### src/rtl/ldev_pkg.sv
`timescale 1ns/1ps
package ldev_pkg;
  localparam int unsigned REG_W  = 8;
  localparam int unsigned IO_AW  = 16;

  localparam logic [7:0] ADDR_ACT     = 8'h30;
  localparam logic [7:0] ADDR_RCHK    = 8'h31;
  localparam logic [7:0] ADDR_BASE_HI = 8'h60;
  localparam logic [7:0] ADDR_BASE_LO = 8'h61;

  localparam logic [7:0] PAT_SEL_ONE  = 8'h55;
  localparam logic [7:0] PAT_SEL_ZERO = 8'hAA;

  typedef enum logic [1:0] {
    MODE_IDLE  = 2'd0,
    MODE_FUNC  = 2'd1,
    MODE_PROBE = 2'd2
  } dec_mode_e;

  typedef struct packed {
    logic              act;
    logic              rc_en;
    logic              rc_sel;
    logic [IO_AW-1:0]  base;
  } ldev_cfg_t;
endpackage

### src/rtl/ldev_cfg_regs.sv
`timescale 1ns/1ps
module ldev_cfg_regs
  import ldev_pkg::*;
(
  input  logic             clk_i,
  input  logic             rst_ni,
  input  logic             clr_i,
  input  logic             we_i,
  input  logic [7:0]       addr_i,
  input  logic [REG_W-1:0] wdata_i,
  output logic [REG_W-1:0] rdata_o,
  output ldev_cfg_t        cfg_o
);
  localparam int unsigned HI_LSB = IO_AW - REG_W;

  ldev_cfg_t cfg_q;

  always_ff @(posedge clk_i or negedge rst_ni) begin
    if (!rst_ni) begin
      cfg_q <= '0;
    end else if (clr_i) begin
      cfg_q <= '0;
    end else if (we_i) begin
      unique case (addr_i)
        ADDR_ACT:     cfg_q.act <= wdata_i[0];
        ADDR_RCHK: begin
          cfg_q.rc_sel <= wdata_i[0];
          cfg_q.rc_en  <= wdata_i[1];
        end
        ADDR_BASE_HI: cfg_q.base[IO_AW-1:HI_LSB] <= wdata_i;
        ADDR_BASE_LO: cfg_q.base[HI_LSB-1:0]     <= wdata_i;
        default: ;
      endcase
    end
  end

  always_comb begin
    rdata_o = '0;
    unique case (addr_i)
      ADDR_ACT:     rdata_o[0]   = cfg_q.act;
      ADDR_RCHK:    rdata_o[1:0] = {cfg_q.rc_en, cfg_q.rc_sel};
      ADDR_BASE_HI: rdata_o      = cfg_q.base[IO_AW-1:HI_LSB];
      ADDR_BASE_LO: rdata_o      = cfg_q.base[HI_LSB-1:0];
      default:      rdata_o      = '0;
    endcase
  end

  assign cfg_o = cfg_q;


  clr_wipes_chk: assert property (@(posedge clk_i) disable iff (!rst_ni)
    clr_i |=> (cfg_q == '0));


  act_write_chk: assert property (@(posedge clk_i) disable iff (!rst_ni)
    (we_i && !clr_i && addr_i == ADDR_ACT) |=> (cfg_q.act == $past(wdata_i[0])));


  rchk_write_chk: assert property (@(posedge clk_i) disable iff (!rst_ni)
    (we_i && !clr_i && addr_i == ADDR_RCHK) |=>
      ({cfg_q.rc_en, cfg_q.rc_sel} == $past(wdata_i[1:0])));


  no_write_stable_chk: assert property (@(posedge clk_i) disable iff (!rst_ni)
    (!we_i && !clr_i) |=> $stable(cfg_q));
endmodule

### src/rtl/ldev_range_match.sv
`timescale 1ns/1ps
module ldev_range_match
  import ldev_pkg::*;
#(
  parameter int unsigned RANGE_LEN = 8
) (
  input  logic [IO_AW-1:0] addr_i,
  input  logic [IO_AW-1:0] base_i,
  output logic             hit_o
);
  localparam int unsigned DW = IO_AW + 1;

  generate
    if (RANGE_LEN == 1) begin : g_single
      assign hit_o = (addr_i == base_i);
    end else begin : g_window
      logic [DW-1:0] diff;
      // widened subtract: negative offsets set the top bit, no wrap at 0xFFFF
      assign diff  = {1'b0, addr_i} - {1'b0, base_i};
      assign hit_o = !diff[DW-1] && (diff < DW'(RANGE_LEN));
    end
  endgenerate
endmodule

### src/rtl/ldev_resp.sv
`timescale 1ns/1ps
module ldev_resp
  import ldev_pkg::*;
(
  input  logic             clk_i,
  input  logic             rst_ni,
  input  logic             rd_i,
  input  logic             hit_i,
  input  ldev_cfg_t        cfg_i,
  input  logic [REG_W-1:0] dev_rdata_i,
  output logic             drive_o,
  output logic [REG_W-1:0] rdata_o
);
  dec_mode_e        mode;
  logic             claim;
  logic [REG_W-1:0] resp_d;
  logic             drive_q;
  logic [REG_W-1:0] rdata_q;

  // activate wins over the probe so an active device is never masked
  always_comb begin
    if (cfg_i.act)        mode = MODE_FUNC;
    else if (cfg_i.rc_en) mode = MODE_PROBE;
    else                  mode = MODE_IDLE;
  end

  assign claim = rd_i && hit_i && (mode != MODE_IDLE);

  always_comb begin
    unique case (mode)
      MODE_FUNC:  resp_d = dev_rdata_i;
      MODE_PROBE: resp_d = cfg_i.rc_sel ? PAT_SEL_ONE : PAT_SEL_ZERO;
      default:    resp_d = '0;
    endcase
  end

  always_ff @(posedge clk_i or negedge rst_ni) begin
    if (!rst_ni) begin
      drive_q <= 1'b0;
      rdata_q <= '0;
    end else begin
      drive_q <= claim;
      rdata_q <= claim ? resp_d : '0;
    end
  end

  assign drive_o = drive_q;
  assign rdata_o = rdata_q;


  probe_pattern_chk: assert property (@(posedge clk_i) disable iff (!rst_ni)
    (rd_i && hit_i && !cfg_i.act && cfg_i.rc_en) |=>
      (drive_q && (rdata_q == PAT_SEL_ONE || rdata_q == PAT_SEL_ZERO)));


  func_override_chk: assert property (@(posedge clk_i) disable iff (!rst_ni)
    (rd_i && hit_i && cfg_i.act) |=> (drive_q && rdata_q == $past(dev_rdata_i)));


  miss_quiet_chk: assert property (@(posedge clk_i) disable iff (!rst_ni)
    (!hit_i || (!cfg_i.act && !cfg_i.rc_en)) |=> !drive_q);
endmodule

### src/rtl/ldev_io_ctrl.sv
`timescale 1ns/1ps
module ldev_io_ctrl
  import ldev_pkg::*;
#(
  parameter int unsigned RANGE_LEN = 8
) (
  input  logic        clk_i,
  input  logic        rst_ni,
  input  logic        cfg_clr_i,
  input  logic        cfg_we_i,
  input  logic [7:0]  cfg_addr_i,
  input  logic [7:0]  cfg_wdata_i,
  output logic [7:0]  cfg_rdata_o,
  input  logic        io_rd_i,
  input  logic [15:0] io_addr_i,
  input  logic [7:0]  dev_rdata_i,
  output logic        io_drive_o,
  output logic [7:0]  io_rdata_o
);
  ldev_cfg_t cfg;
  logic      hit;

  ldev_cfg_regs u_regs (
    .clk_i   (clk_i),
    .rst_ni  (rst_ni),
    .clr_i   (cfg_clr_i),
    .we_i    (cfg_we_i),
    .addr_i  (cfg_addr_i),
    .wdata_i (cfg_wdata_i),
    .rdata_o (cfg_rdata_o),
    .cfg_o   (cfg)
  );

  ldev_range_match #(.RANGE_LEN(RANGE_LEN)) u_match (
    .addr_i (io_addr_i),
    .base_i (cfg.base),
    .hit_o  (hit)
  );

  ldev_resp u_resp (
    .clk_i       (clk_i),
    .rst_ni      (rst_ni),
    .rd_i        (io_rd_i),
    .hit_i       (hit),
    .cfg_i       (cfg),
    .dev_rdata_i (dev_rdata_i),
    .drive_o     (io_drive_o),
    .rdata_o     (io_rdata_o)
  );


  drive_follows_req_chk: assert property (@(posedge clk_i) disable iff (!rst_ni)
    io_drive_o |-> $past(io_rd_i));


  idle_bus_zero_chk: assert property (@(posedge clk_i) disable iff (!rst_ni)
    !io_drive_o |-> (io_rdata_o == 8'h00));
endmodule

### config.mk
export PLATFORM = sky130hd
export DESIGN_NAME = ldev_io_ctrl
export DESIGN_NICKNAME = d
export VERILOG_FILES = /design/src/rtl/ldev_pkg.sv /design/src/rtl/ldev_cfg_regs.sv /design/src/rtl/ldev_range_match.sv /design/src/rtl/ldev_resp.sv /design/src/rtl/ldev_io_ctrl.sv
export SDC_FILE = /design/constraint.sdc
export NUM_CORES = 1
export LEC_CHECK = 0
export BUFFER_PORTS_ARGS = -buffer_cell sky130_fd_sc_hd__buf_2
export CELL_PAD_IN_SITES_DETAIL_PLACEMENT = 0
export CELL_PAD_IN_SITES_GLOBAL_PLACEMENT = 1
export CORE_MARGIN = 2
export CORE_UTILIZATION = 30
export DETAILED_ROUTE_END_ITERATION = 12
export MAX_ROUTING_LAYER = met4
export PLACE_DENSITY = 0.73
export SETUP_SLACK_MARGIN = 0.1
export SLEW_MARGIN = 20
export SYNTH_ARGS = -nofsm -noshare
export SYNTH_HDL_FRONTEND = slang
export SYNTH_HIERARCHICAL = 1
export SYNTH_SLANG_ARGS = --single-unit
### constraint.sdc
create_clock -name clk_i -period 3 [get_ports clk_i]
set_input_delay 0.6 -clock clk_i [delete_from_list [all_inputs] [get_ports clk_i]]
set_output_delay 0.6 -clock clk_i [all_outputs]
set_load 0.05 [all_outputs]
Word-level counts from Yosys, hierarchy flattened
Cells that the tools add are included.
- register bits: 28
- bits in latches: 0
- memory bits (writable): 0
- ROM bits: 0
- bits of input ports: 45
- output and inout bits: 17
- logic and storage cells: 43
- memories: 0
- add/subtract/negate cells: 1
- multipliers: 0
- div/mod/pow operators: 0
- magnitude comparators: 1
- equal/unequal tests: 6
- shifts and indexed selects: 0
- mux-type cells: 14
- bitwise operators: 0
- reductions and logical operators: 14
- operator list (operator ; number):
    19-bit 2-to-1 mux ; 2
    8-bit 2-to-1 mux ; 4
    17-bit by 4-bit less-than comparator with 1-bit output (second input constant) ; 1
    16-bit by 16-bit subtractor with 17-bit output ; 1
    8-bit by 6-bit equality test with 1-bit output (second input constant) ; 2
    8-bit by 7-bit equality test with 1-bit output (second input constant) ; 2
    8-bit one-hot mux with 2 select lines ; 1
    6-bit one-hot mux with 2 select lines ; 1
    2-bit nonzero test ; 6
    2-bit AND reduction ; 4
    2-bit 2-to-1 mux ; 3
    1-bit one-hot mux with 4 select lines ; 1
    1-bit logical AND ; 3
    1-bit one-hot mux with 3 select lines ; 1
    2-bit by 1-bit equality test with 1-bit output (second input constant) ; 1
    2-bit equality test (second input constant) ; 1
    1-bit logical NOT ; 1
    1-bit 2-to-1 mux ; 1

Depth between registers and ports, before layout
- depth after elaboration: 6
- depth in mapped cells: 12
- depth with buffers taken out: 11

Hierarchy
Netlist, hierarchy kept.
- modules (own cells, without submodules) (module ; times used ; cells each ; area an instance (um^2) ; seq. area each (um^2)):
    ldev_cfg_regs ; 1 ; 92 ; 1089.8 ; 475.5
    ldev_range_match ; 1 ; 106 ; 738.2 ; 0.0
    ldev_resp ; 1 ; 31 ; 327.8 ; 225.2

Worst setup path after synthesis
Ideal clock, no wire load.
- kind: in2reg
- start point: input port io_addr_i[6]
- end point: register u_resp.rdata_q[0], in the netlist u_resp/rdata_o[0]
- library setup time: 0.079 ns
- arrival time: 2.645 ns
- data required time: 2.921 ns
- slack: 0.275 ns
- stages on the path: 10
- buffers on the path: 1
- cells stage by stage: ha_1 > buf_6 > and3_1 > and3_1 > a311oi_1 > a21oi_1 > or3_1 > a2111oi_2 > nand2_1 > a21oi_1
- cells in the longest elaborated chain, start to end: 6
- elaborated cells between the ends (all ways): 7
- those cells by class: 1 x add/sub; 1 x order compare; 1 x mux; 4 x reduce/logical
- RTL lines (element ; RTL line ; source):
    start: declaration ; ldev_io_ctrl.sv:15 ; input logic [15:0] io_addr_i,
    16-bit by 16-bit subtractor with 17-bit output * ; ldev_range_match.sv:19 ; assign diff = {1'b0, addr_i} - {1'b0, base_i};
    17-bit by 4-bit less-than comparator with 1-bit output or 1-bit logical NOT (tied branches) ; ldev_range_match.sv:20 ; assign hit_o = !diff[DW-1] && (diff < DW'(RANGE_LEN));
    1-bit logical AND * ; ldev_range_match.sv:20 ;
    net hit ; ldev_io_ctrl.sv:21 ; logic hit;
    1-bit logical AND * (2 in series) ; ldev_resp.sv:27 ; assign claim = rd_i && hit_i && (mode != MODE_IDLE);
    8-bit 2-to-1 mux * ; ldev_resp.sv:43 ; rdata_q <= claim ? resp_d : '0;
    end signal: assignment ; ldev_resp.sv:43 ;
    end: declaration ; ldev_resp.sv:18 ; logic [REG_W-1:0] rdata_q;
Mark *: on every way through the listed nets, which the timed path passes. The rest lies on a longest branch.
A chain may end at the register's enable or synchronous reset.

Worst setup path after layout
- start point: input port io_addr_i[2]
- end point: register u_resp.rdata_q[2], in the netlist u_resp/rdata_o[2]
The elaborated chain is that of the path after synthesis.

==> results.md <==
- Seq cells post-synth: 28
- Height of the die: between 80 and 90 um
- Core area: slightly below 7000 um^2
- Post-synth ARST share: 100.0%
- Vias in the first global route: 1791
- Critical Path Source Type: input port
- Share of layout cells above drive strength 1: about a third
- CTS Hold Bufs: 0
- Max Cap Viol: 0
- Post-route cell area: about 2800 um^2
- Ys Warns: 6
- GRT Total Usage: 13.94%
- GPL Wtd Cong: around 0.8
- Initial Util: between 30% and 40%
- Wire per inst: between 10 and 15 um
- RSZ-0062 raised after global routing: no
- Root Buffer: clkbuf_8
- Relative slew margins: 57.77%
- Min cycle time layout: between 2000 and 3000 ps
- Synth cell types: 50
- Seq/Total Area, Yosys: between 30 and 40%
- Pwr/cell area: ~300 nW/um^2
- Share of total power in combinational logic: around a fifth
- First-iteration detailed-routing DRC count: between 50 and 60
- Setup Viol. Count Final: 0
- Path category of the worst min-delay check: input port to async pin
- Crit end category: flip-flop
- HPWL Detailed: about 4300 um
- H-tree levels: 1
- Drt via density: between 4 and 5
- Switch Pwr: approximately 0.20 mW
- CP Class: input port to flip-flop
- Final cycle utilization of the critical path: 92.13%
- Skew final: about 7.4 ps
- Clock share of power: between 30% and 40%
- CTS Buf Count: 3
- VDD IR max: around 140 uV
- Fillers: 696
- Initial antenna violation count: 0
- Data required, critical path: about 3200 ps
- Worst Path Arrival: around 3000 ps
- Area Growth Syn to Fin: 28.44%
- R2R setup slack: between 200 and 300 ps
- DRT antenna net count: 0
- Prevailing post-synth register cell: dfrtp_1
- Final Util: 40.31%
- First-pass GRT wire length: about 8300 um
- Synth Instances: about 230
- Switching part of the total: a little under a quarter
- DP Area: between 2000 and 3000 um^2
- Rows: 30
- Status: completed
- Clk_lat worst skew: 270 ps
- Post-synth EDFFs: 0
- R2R Path Start: u_regs/cfg_o[8]
- Final #Nets: ~370
- Sequential fraction of design power: between 40% and 50%
- Post-route DRC: 0
- Pint: approximately 0.64 mW
- Longest Clk Path Bufs: 2
- TritonRoute pass-1 iters: 4
- Full die area: slightly below 8000 um^2
- Overflow after GRT: 0
- CTS tree: built
- I/O pin total: 62
- Final hold violation count: 0
- Maximum number of pins on one net before global-route repair: 29
- Syn Area/Cell: around 9.4 um^2
- DR vias: between 1500 and 2000
- Antenna cell count: 0
- Routed WL: roughly 5400 um
- Slew Limit Fails: 0
- Worst slew pin tran: between 600 and 700 ps
- Leakage Power: approximately 1.3 nW
- WHS: roughly 330 ps
- Post-synthesis cell area: 2156 um^2
- CP max FO: 9
- Reg2reg path depth: 11
- Synth Net Count: between 200 and 300
- Clk sinks: 28
- DIE WIDTH: slightly below 90 um
- Port Buffers: slightly above 60
- Highest Clock Rate: 0.3618 GHz
- FF-to-FF End: u_resp/rdata_o[2]
- Clk pin slew, worst setup/hold paths: roughly 100 ps
flip-flops by register name, indices dropped and copies added, names as in the netlist:
register        count
u_resp/drive_o      1
u_regs/cfg_o       19
u_resp/rdata_o      8
cells in the mapped netlist (3+ instances only):
library cell | number | area share, %
o21ai_0 | 6 | 1.4
nor2_1 | 6 | 1.0
ha_1 | 15 | 8.7
dfrtp_1 | 28 | 33
nand3_1 | 3 | 0.70
a21oi_1 | 18 | 4.2
mux2i_1 | 20 | 9.3
a21o_1 | 4 | 1.4
a22o_1 | 7 | 2.8
nand2_1 | 17 | 3.0
and3_1 | 4 | 1.2
a31oi_1 | 3 | 0.87
and3_2 | 3 | 1.0
or2b_2 | 4 | 1.6
nand3b_1 | 3 | 1.0
nor3_1 | 3 | 0.70
inv_1 | 16 | 2.8
nand2b_1 | 28 | 8.1
cells in the final DEF (no fill, tap or decap), types with 2 or more instances in the layout:
cell type | netlist | layout
inv_1 | 16 | 16
and3_2 | 3 | 3
or2b_2 | 4 | 4
nor2b_1 | 2 | 2
nor2_1 | 6 | 6
nand3_1 | 3 | 3
a21oi_2 | 0 | 2
o21ai_0 | 6 | 6
nor3_1 | 3 | 3
mux2i_1 | 20 | 20
buf_4 | 2 | 17
clkbuf_8 | 0 | 3
o31a_1 | 2 | 2
o22ai_1 | 2 | 2
a21o_1 | 4 | 4
xor2_1 | 2 | 2
buf_2 | 1 | 61
a31oi_1 | 3 | 3
dfrtp_1 | 28 | 28
a22o_1 | 7 | 7
nand2_1 | 17 | 17
and2_1 | 2 | 2
ha_1 | 15 | 14
a221o_1 | 2 | 2
and3_1 | 4 | 4
nand3b_1 | 3 | 3
a21oi_1 | 18 | 16
nand2b_1 | 28 | 28
layout make-up:
| cell class | instances | area, um^2 | area share [%] |
|---|---|---|---|
| clock buffers | 3 | 41.29 | 1.491 |
| clock inverters | 1 | 30.03 | 1.084 |
| inverters | 16 | 60.06 | 2.169 |
| multi-input cells | 178 | 1384 | 49.98 |
| flip-flops and latches | 28 | 700.7 | 25.30 |
| well taps | 96 | 120.1 | 4.338 |
| repair buffers | 78 | 432.9 | 15.63 |
cells by family (layout without fill, tap and decap cells):
family / Yosys count / count (layout) / share of synthesized area (%)
AND/OR/NAND/NOR: 87 / 87 / 26.12
AO/OA/AOI/OAI: 53 / 53 / 17.06
flip-flops: 28 / 28 / 32.50
buffers and inverters: 23 / 98 / 5.107
multiplexers: 20 / 20 / 9.286
adder cells (fa/ha/maj): 15 / 15 / 8.706
XOR/XNOR: 3 / 3 / 1.219
power by group through the flow:
| stage | Combinational, mW | Sequential (mW) | Clock (mW) |
|---|---|---|---|
| detailed placement | 0.157 | 0.385 | 0 |
| CTS | 0.158 | 0.378 | 0.303 |
| finish | 0.164 | 0.378 | 0.297 |
| global route | 0.183 | 0.378 | 0.321 |
| global placement | 0.156 | 0.385 | 0 |
| floorplan | 0.0873 | 0.385 | 0 |
worst max-delay path: stages:
cell and delay [ps]:
buf_2 100, ha_1 290, a21oi_1 170, o21ai_2 110, a21o_1 260, a311oi_2 260
a21oi_1 120, or3_1 360, a2111oi_4 310, nand2_1 80, buf_4 170, a21oi_1 120
through the flow:
stage / power (mW) / TNS [ps] / setup slack (ps) / cells
6_report: 0.8386 / 0 / 236.0 / 400
5_1_grt: 0.8815 / 0 / 82.85 / 400
4_1_cts: 0.8385 / 0 / 153.2 / 397
3_5_place_dp: 0.5422 / -689.4 / -101.3 / 393
3_3_place_gp: 0.5412 / -106.7 / -15.34 / 393
2_1_floorplan: 0.4725 / 0 / 275.5 / 229
timing repair:
action | in CTS | in global routing
endpoints found under the setup margin | 0 | 9
resized for setup | 0 | 7
buffers inserted | 0 | 3
worst max path at each step:
stage | to | startpoint | slack (ps) | cells after the start
2_1_floorplan | u_resp/rdata_o[0] | io_addr_i[6] | 280 | 10
3_3_place_gp | u_resp/rdata_o[3] | io_addr_i[6] | -20 | 12
3_5_place_dp | u_resp/rdata_o[7] | io_addr_i[4] | -100 | 12
4_1_cts | u_resp/rdata_o[7] | u_regs/cfg_o[6] | 150 | 12
5_1_grt | u_resp/rdata_o[2] | io_addr_i[2] | 80 | 12
6_report | u_resp/rdata_o[2] | io_addr_i[2] | 240 | 12
routing by layer:
layer  up-vias  part of all wire [%]  track usage, %
li1        968                     -               -
met3         4                   4.5           1.306
met4         0                   1.3           3.306
met2        51                    47           21.98
met1       908                    47           19.32
met5         -                     0               -
Power figures use the tool's default switching activity.
